<file path="config.mk">
export PLATFORM = sky130hd
export DESIGN_NAME = pdp_dot_unit
export DESIGN_NICKNAME = d
export VERILOG_FILES = /design/src/rtl/pdp_pkg.sv /design/src/rtl/pdp_lane_ext.sv /design/src/rtl/pdp_reduce.sv /design/src/rtl/pdp_sat_acc.sv /design/src/rtl/pdp_dot_unit.sv
export SDC_FILE = /design/constraint.sdc
export NUM_CORES = 1
export LEC_CHECK = 0
export ABC_AREA = 0
export ABC_CLOCK_PERIOD_IN_PS = 11800
export CAP_MARGIN = 40
export CELL_PAD_IN_SITES_DETAIL_PLACEMENT = 1
export CELL_PAD_IN_SITES_GLOBAL_PLACEMENT = 2
export CORE_MARGIN = 5
export CORE_UTILIZATION = 30
export CTS_CLUSTER_SIZE = 16
export DETAILED_ROUTE_END_ITERATION = 8
export PLACE_DENSITY_LB_ADDON = 0.3
export SYNTH_ARGS = -nofsm -noshare
export SYNTH_HDL_FRONTEND = slang
export SYNTH_SLANG_ARGS = --single-unit
</file>
<file path="constraint.sdc">
create_clock -name clk -period 11.8 [get_ports clk]
set_clock_uncertainty 0.2 [all_clocks]
set_input_delay 2.95 -clock clk [delete_from_list [all_inputs] [get_ports clk]]
set_output_delay 2.95 -clock clk [all_outputs]
set_load 0.05 [all_outputs]
</file>
<file path="src/rtl/pdp_pkg.sv">
package pdp_pkg;

  localparam int unsigned OPND_W = 32;
  localparam int unsigned LANE_W = 8;
  localparam int unsigned LANES  = OPND_W / LANE_W;
  localparam int unsigned OP_W   = 3;

  typedef struct packed {
    logic       sat;
    logic [1:0] mode;
  } pdp_op_t;

  // Signed lanes on the first operand for every mode except the unsigned ones.
  function automatic logic a_is_signed(input logic [1:0] mode);
    return ~mode[1];
  endfunction

  // Signed lanes on the second operand only for the fully signed mode.
  function automatic logic b_is_signed(input logic [1:0] mode);
    return (mode == 2'b00);
  endfunction

endpackage

</file>
<file path="src/rtl/pdp_lane_ext.sv">
module pdp_lane_ext #(
  parameter int unsigned LANES  = 4,
  parameter int unsigned LANE_W = 8,
  parameter int unsigned RES_W  = 32
) (
  input  logic [LANES*LANE_W-1:0]     opnd,
  input  logic                        is_signed,
  output logic [LANES-1:0][RES_W-1:0] ext
);

  localparam int unsigned PAD_W = RES_W - LANE_W;

  for (genvar k = 0; k < LANES; k++) begin : g_lane
    logic [LANE_W-1:0] raw;
    logic              fill;
    assign raw    = opnd[k*LANE_W +: LANE_W];
    assign fill   = is_signed & raw[LANE_W-1];
    assign ext[k] = {{PAD_W{fill}}, raw};
  end

endmodule

</file>
<file path="src/rtl/pdp_reduce.sv">
module pdp_reduce #(
  parameter int unsigned LANES = 4,
  parameter int unsigned RES_W = 32
) (
  input  logic [LANES-1:0][RES_W-1:0] ea,
  input  logic [LANES-1:0][RES_W-1:0] eb,
  output logic [RES_W-1:0]            dot
);

  logic [LANES-1:0][RES_W-1:0] prod;

  for (genvar k = 0; k < LANES; k++) begin : g_mul
    assign prod[k] = ea[k] * eb[k];
  end

  always_comb begin
    logic [RES_W-1:0] tot;
    tot = '0;
    for (int k = 0; k < LANES; k++) begin
      tot = tot + prod[k];
    end
    dot = tot;
  end

endmodule

</file>
<file path="src/rtl/pdp_sat_acc.sv">
module pdp_sat_acc #(
  parameter int unsigned RES_W = 32
) (
  input  logic [RES_W-1:0] dot,
  input  logic [RES_W-1:0] acc,
  input  logic             sat_en,
  input  logic             signed_clamp,
  output logic [RES_W-1:0] res
);

  localparam int unsigned MSB = RES_W - 1;
  localparam logic [RES_W-1:0] S_MAX = {1'b0, {(RES_W-1){1'b1}}};
  localparam logic [RES_W-1:0] S_MIN = {1'b1, {(RES_W-1){1'b0}}};
  localparam logic [RES_W-1:0] U_MAX = {RES_W{1'b1}};

  logic [RES_W:0]   wide;
  logic [RES_W-1:0] raw;
  logic             carry, ovf_pos, ovf_neg;

  assign wide    = {1'b0, acc} + {1'b0, dot};
  assign raw     = wide[RES_W-1:0];
  assign carry   = wide[RES_W];
  assign ovf_pos = ~acc[MSB] & ~dot[MSB] &  raw[MSB];
  assign ovf_neg =  acc[MSB] &  dot[MSB] & ~raw[MSB];

  always_comb begin
    if (!sat_en) begin
      res = dot;
    end else if (signed_clamp) begin
      if (ovf_pos)      res = S_MAX;
      else if (ovf_neg) res = S_MIN;
      else              res = raw;
    end else begin
      res = carry ? U_MAX : raw;
    end
  end

endmodule

</file>
<file path="src/rtl/pdp_dot_unit.sv">
module pdp_dot_unit #(
  parameter int unsigned RES_W = 32
) (
  input  logic                       clk,
  input  logic                       rst,
  input  logic                       in_valid,
  output logic                       in_ready,
  input  logic [pdp_pkg::OP_W-1:0]   in_op,
  input  logic [pdp_pkg::OPND_W-1:0] in_a,
  input  logic [pdp_pkg::OPND_W-1:0] in_b,
  input  logic [RES_W-1:0]           in_acc,
  output logic                       out_valid,
  input  logic                       out_ready,
  output logic [RES_W-1:0]           out_result
);

  import pdp_pkg::*;

  pdp_op_t                     op;
  logic [LANES-1:0][RES_W-1:0] ext_a, ext_b;
  logic [RES_W-1:0]            dot, res_d, res_q;
  logic                        vld_q, take;

  assign op = pdp_op_t'(in_op);

  pdp_lane_ext #(.LANES(LANES), .LANE_W(LANE_W), .RES_W(RES_W)) ext_a_i (
    .opnd      (in_a),
    .is_signed (a_is_signed(op.mode)),
    .ext       (ext_a)
  );

  pdp_lane_ext #(.LANES(LANES), .LANE_W(LANE_W), .RES_W(RES_W)) ext_b_i (
    .opnd      (in_b),
    .is_signed (b_is_signed(op.mode)),
    .ext       (ext_b)
  );

  pdp_reduce #(.LANES(LANES), .RES_W(RES_W)) red_i (
    .ea  (ext_a),
    .eb  (ext_b),
    .dot (dot)
  );

  pdp_sat_acc #(.RES_W(RES_W)) sat_i (
    .dot          (dot),
    .acc          (in_acc),
    .sat_en       (op.sat),
    .signed_clamp (a_is_signed(op.mode)),
    .res          (res_d)
  );

  assign in_ready = ~vld_q | out_ready;
  assign take     = in_valid & in_ready;

  always_ff @(posedge clk) begin
    if (rst) begin
      vld_q <= 1'b0;
    end else if (take) begin
      vld_q <= 1'b1;
    end else if (out_ready) begin
      vld_q <= 1'b0;
    end
  end

  always_ff @(posedge clk) begin
    if (take) res_q <= res_d;
  end

  assign out_valid  = vld_q;
  assign out_result = res_q;

endmodule

</file>
# After elaboration in Yosys (flattened, before gate mapping)
# Index checks and enable logic that the tools add are counted.
word_totals:
  inputBits: 103
  wordCells: 38
  reg_bits: 33
  out_inout_bits: 34
classes:
  multipliers: 4
  bitwise: 19
  n_reduce_logical: 2
  n_mux: 7
  n_addsub: 4
op_table:
  columns: ["cell", "n"]
  rows:
  - ["$mux 32", 5]
  - ["$add 32x32->32", 3]
  - ["$mul 9x9->18", 4]
  - ["$add 32x32->33", 1]
  - ["$and 1x1->1", 13]
  - ["$not 1->1", 5]
  - ["$logic_not 2->1", 1]
  - ["$mux 1", 2]
  - ["$reduce_bool 2->1", 1]
  - ["$or 1x1->1", 1]

# Logic depth before layout (Yosys ltp)
logic_depth:
  depth_word: 13
  depth_mapped: 44
  mapped_depth_nobuf: 41

# Modules after synthesis
# A second synthesis with hierarchy kept.
unflattened:
  cells_unflattened: 7816
  area_unflattened_um2: 69665.6
modules_own_cells:
  columns: ["module", "seq_area_each_um2", "area_each_um2", "cells_each", "instances"]
  rows:
  - ["pdp_reduce", 0.0, 64354.2, 7174, 1]
  - ["pdp_sat_acc", 0.0, 2316.0, 339, 1]
  - ["pdp_lane_ext", 0.0, 985.9, 132, 2]
  - ["pdp_dot_unit", 980.9, 1023.5, 39, 1]

# Worst setup path after synthesis
# No wires, ideal clock.
synth_path:
  path_type: "input-to-reg"
  start: "input port in_op[1] (netlist bit)"
  end: "register res_q[31] (netlist: out_result[31]) (data pin)"
  arrival_time_ps: 12195
  t_required_ps: 11345
  cell_stages: 36
  n_path_buf: 1
  setup_slack_ps: -850
  setup_time_ps: 255
  cell_sequence: "clkbuf_1 > nor2_1 > nand2_1 > or2_2 > fa_1 > fa_1 > fa_1 > inv_1 > fa_1 > inv_1 > fa_1 > inv_1 > ha_1 > o21ai_0 > a21oi_1 > o21ai_0 > a21oi_1 > a21oi_1 > xnor2_1 > fa_1 > fa_1 > ha_1 > or3_1 > o32ai_1 > o31ai_1 > a31oi_1 > xnor2_1 > ha_1 > a21o_1 > a31oi_1 > o221ai_1 > a221oi_1 > nor2_1 > or4_4 > a221o_1 > a31o_1"
synth_via:
  elab_chain_len: 13
  word_cells_on_any_way: 29
  cone_classes: "4 x add/sub; 4 x mul; 5 x mux; 15 x bitwise; 1 x reduce/logical"
synth_rtl:
  columns: ["item", "line_no", "source"]
  rows:
  - ["start: declaration", "pdp_dot_unit.sv:8", "input logic [pdp_pkg::OP_W-1:0] in_op,"]
  - ["$logic_not 2->1 or $not 1->1 (tied branches)", null, null]
  - ["$and 1x1->1", "pdp_lane_ext.sv:17", "assign fill = is_signed & raw[LANE_W-1];"]
  - ["$mul 9x9->18", "pdp_reduce.sv:13", "assign prod[k] = ea[k] * eb[k];"]
  - ["$add 32x32->32 (3 in a row)", "pdp_reduce.sv:20", "tot = tot + prod[k];"]
  - ["$add 32x32->33", "pdp_sat_acc.sv:20", "assign wide = {1'b0, acc} + {1'b0, dot};"]
  - ["$not 1->1", "pdp_sat_acc.sv:24", "assign ovf_neg = acc[MSB] & dot[MSB] & ~raw[MSB];"]
  - ["$and 1x1->1", "pdp_sat_acc.sv:24", null]
  - ["$mux 32", "pdp_sat_acc.sv:31", "else if (ovf_neg) res = S_MIN;"]
  - ["$mux 32", "pdp_sat_acc.sv:30", "if (ovf_pos) res = S_MAX;"]
  - ["$mux 32", "pdp_sat_acc.sv:29", "end else if (signed_clamp) begin"]
  - ["$mux 32 (*)", "pdp_sat_acc.sv:27", "if (!sat_en) begin"]
  - ["net res_d[31]", "pdp_dot_unit.sv:21", "logic [RES_W-1:0] dot, res_d, res_q;"]
  - ["end signal: assignment", "pdp_dot_unit.sv:66", "if (take) res_q <= res_d;"]
  - ["end: declaration", "pdp_dot_unit.sv:21", null]
# The timed path passes the listed nets; every way through them passes the cells marked *.
# A chain may end at the register's enable or synchronous reset.

# Worst setup path in the final report
layout_path:
  start: "input port in_op[1] (netlist bit)"
  end: "register res_q[21] (netlist: out_result[21]) (data pin)"
# The elaborated chain is that of the path after synthesis.

==> metrics.yaml <==
grt.overflow.total: 0
ant_nets: 0
wl_per_cell_um: 16.4
timing.critical_path.arrival_ns: 12.23
start_util: 0.302
wl_met2_um: 27900
fp.dieH_um: 253
place_area_mm2: 0.0232
cts_num_sinks: 33
gp_congestion: 0.854
synth-edff-count: 32
rows: 89
final_max_slew_viol_count: 0
min_path_type: "flip-flop to flip-flop"
postSynthCellCount: 2008
die_w_um: 253
synthFlopType: "edfxtp_1"
cap_violations: 0
ys_types: 77
cp.required_ns: 11.62
synthArstFlopShare: 0
hpwl_um: 48300
maxSlewHeadroom: 0.651
cpPeakStageDelay_ns: 0.59
ys_ff_latch: 33
synth_area_per_cell_um2: 8.82
viasPerCell: 4.61
port_buffers: 136
cp_max_fo: 7
vias: 15300
area_growth_pct: 39.2
antenna_found_initial: 2
ys_seq_area_frac: 0.0554
min_period_ns: 12.41
numCtsBuffers: 5
drt_iter0_drc: 407
instances_no_fill: 3324
grt_util_all_layers: 0.170
pin_count: 137
dr.pass1.iters: 5
critPathTopFamily: "adder cells"
worst_hold_slack_ns: 0.335
clk_latency_ns: 0.28
fin_ws_ns: -0.611
violations: "setup timing"
drc: 0
critical_path_class: "input port to flip-flop"
cts_tree: "built"
clockRootBuffer: "clkbuf_16"
routed_wl_um: 54600
layout-drive-gt1-share: 0.267
cp_num_buf_inv: 10
final_nets: 3174
cpMostUsedCell: "fa_1"
dieArea_mm2: 0.0640
syn_area_mm2: 0.0177
drt-met1-wl_um: 24700
top_layer_used: "met4"
rsz0062_at_grt: "true"
grt_pass1_vias: 17300
grt_pass1_wl_um: 89400
crit_slowest_cell: "fa_1"
htreeDepth: 2
final_cell_area_mm2: 0.0246
worst_pin_slew_ns: 0.522
clkTransAtPathRegs_ns: 0.05
core_mm2: 0.0587
final_hold_viol_count: 0
setup.worst_path.end_class: "flip-flop"
clock_path_buffers: 2
setup_viol: 32
status: "finished, violations left"
yosys_warnings: 0
dp.cells: 3282
met3_length_um: 879
finalCritPeriodShare: 1.05
grt_max_degree: 41
start_kind: "input port"
fmax_mhz: 80.6
synth_nets: 2634
==> worst min-delay path: stages (launching register included) <==
cell      delay, ns
dfxtp_1        0.31
nand2b_1       0.10
a21oi_1        0.08
==> area by class of cell <==
| cell class | instances | area, um2 |
|---|---|---|
| Multi-Input combinational cell | 1481 | 15900 |
| Fill cell | 6774 | 34000 |
| Clock inverter | 1 | 5.00 |
| Tap cell | 773 | 967 |
| Timing Repair Buffer | 591 | 5010 |
| Inverter | 436 | 1640 |
| Antenna cell | 2 | 5.00 |
| Clock buffer | 7 | 133 |
| Sequential cell | 33 | 981 |
==> per-stage QoR <==
| stage | util | setup slack, ns | TNS [ns] |
|---|---|---|---|
| after detailed placement | 0.395 | -1.77 | -55.64 |
| after global routing | 0.420 | -0.926 | -28.13 |
| after CTS | 0.411 | -0.750 | -22.19 |
| final | 0.420 | -0.611 | -17.83 |
| after global placement | 0.395 | -1.57 | -49.03 |
| after floorplan | - | -0.454 | -11.89 |
==> sequential cells by signal (all words and copies together) (netlist names) <==
signal / flops
out_valid: 1
out_result: 32
==> synthesized netlist by cell type (6+ instances only) <==
library cell | n | area share
a31oi_1 | 18 | 0.0064
a41oi_1 | 6 | 0.0030
o21a_1 | 13 | 0.0055
a21o_1 | 24 | 0.010
a32oi_2 | 16 | 0.015
a211oi_1 | 13 | 0.0055
xnor2_1 | 81 | 0.040
inv_1 | 436 | 0.092
o22a_1 | 6 | 0.0030
xor2_1 | 29 | 0.014
nor2_1 | 87 | 0.018
or2_2 | 21 | 0.0074
fa_1 | 318 | 0.36
o21ai_0 | 36 | 0.010
ha_1 | 205 | 0.14
and3_1 | 8 | 0.0028
nand3_1 | 19 | 0.0054
o31ai_1 | 6 | 0.0025
or3_1 | 10 | 0.0035
nand2_1 | 206 | 0.044
nand2b_1 | 12 | 0.0042
nor3_1 | 17 | 0.0048
edfxtp_1 | 32 | 0.054
a32oi_1 | 8 | 0.0040
nor2b_1 | 18 | 0.0064
clkbuf_1 | 50 | 0.011
and2_1 | 147 | 0.052
a21oi_1 | 75 | 0.021
==> path summary, 6_finish.rpt <==
path | start | endpoint | slack (ns) | depth (start not counted)
worst max-delay path | in_op[1] | out_result[21]$_DFFE_PP_ | -0.61 | 42
worst min-delay path | out_valid$_SDFFE_PP0P_ | out_valid$_SDFFE_PP0P_ | 0.34 | 2
worst max register to register | out_valid$_SDFFE_PP0P_ | out_result[14]$_DFFE_PP_ | 10.35 | 3
worst min register to register | out_valid$_SDFFE_PP0P_ | out_valid$_SDFFE_PP0P_ | 0.34 | 2
==> cells by family (layout without fill, tap and decap cells) <==
group,Yosys count,count (layout),synth area share
DFF,33,33,0.0554
adders and majority gates,523,523,0.505
xor gates and xnor gates,110,110,0.0544
muxes,2,2,0.00113
buffers and inverters,497,1035,0.108
other,0,2,0
AOI/OAI and AO/OA,274,274,0.116
and+or+nand+nor,569,572,0.161
==> layout by cell type, fill, tap and decap left out, types with 24 or more instances in the layout <==
master             n
dlymetal6s2s_1    29
buf_4            433
edfxtp_1          32
xnor2_1           67
inv_1            426
fa_1             312
nor2_1            78
nand2_1          199
xor2_1            28
and2_1           144
clkdlybuf4s50_1  101
ha_1             181
a21oi_1           52
a21o_1            24
==> routing by layer <==
layer	global-route usage	vias up
met5	0	-
met4	0.0372	0
met3	0.00462	39
met2	0.312	163
met1	0.225	7690
li1	-	7431
==> timing repair <==
item                       4_1_cts  5_1_grt
gates cloned                     7        2
hold endpoints to repair         0        0
pin swaps                       73       89
setup buffers                   20       10
setup endpoints to repair       32       32
gates resized for setup        109      128
hold buffers                     0        0
Power is left out: the tool's default activity adds up to more than one toggle a clock period on the data nets, which glitch-free logic cannot reach.
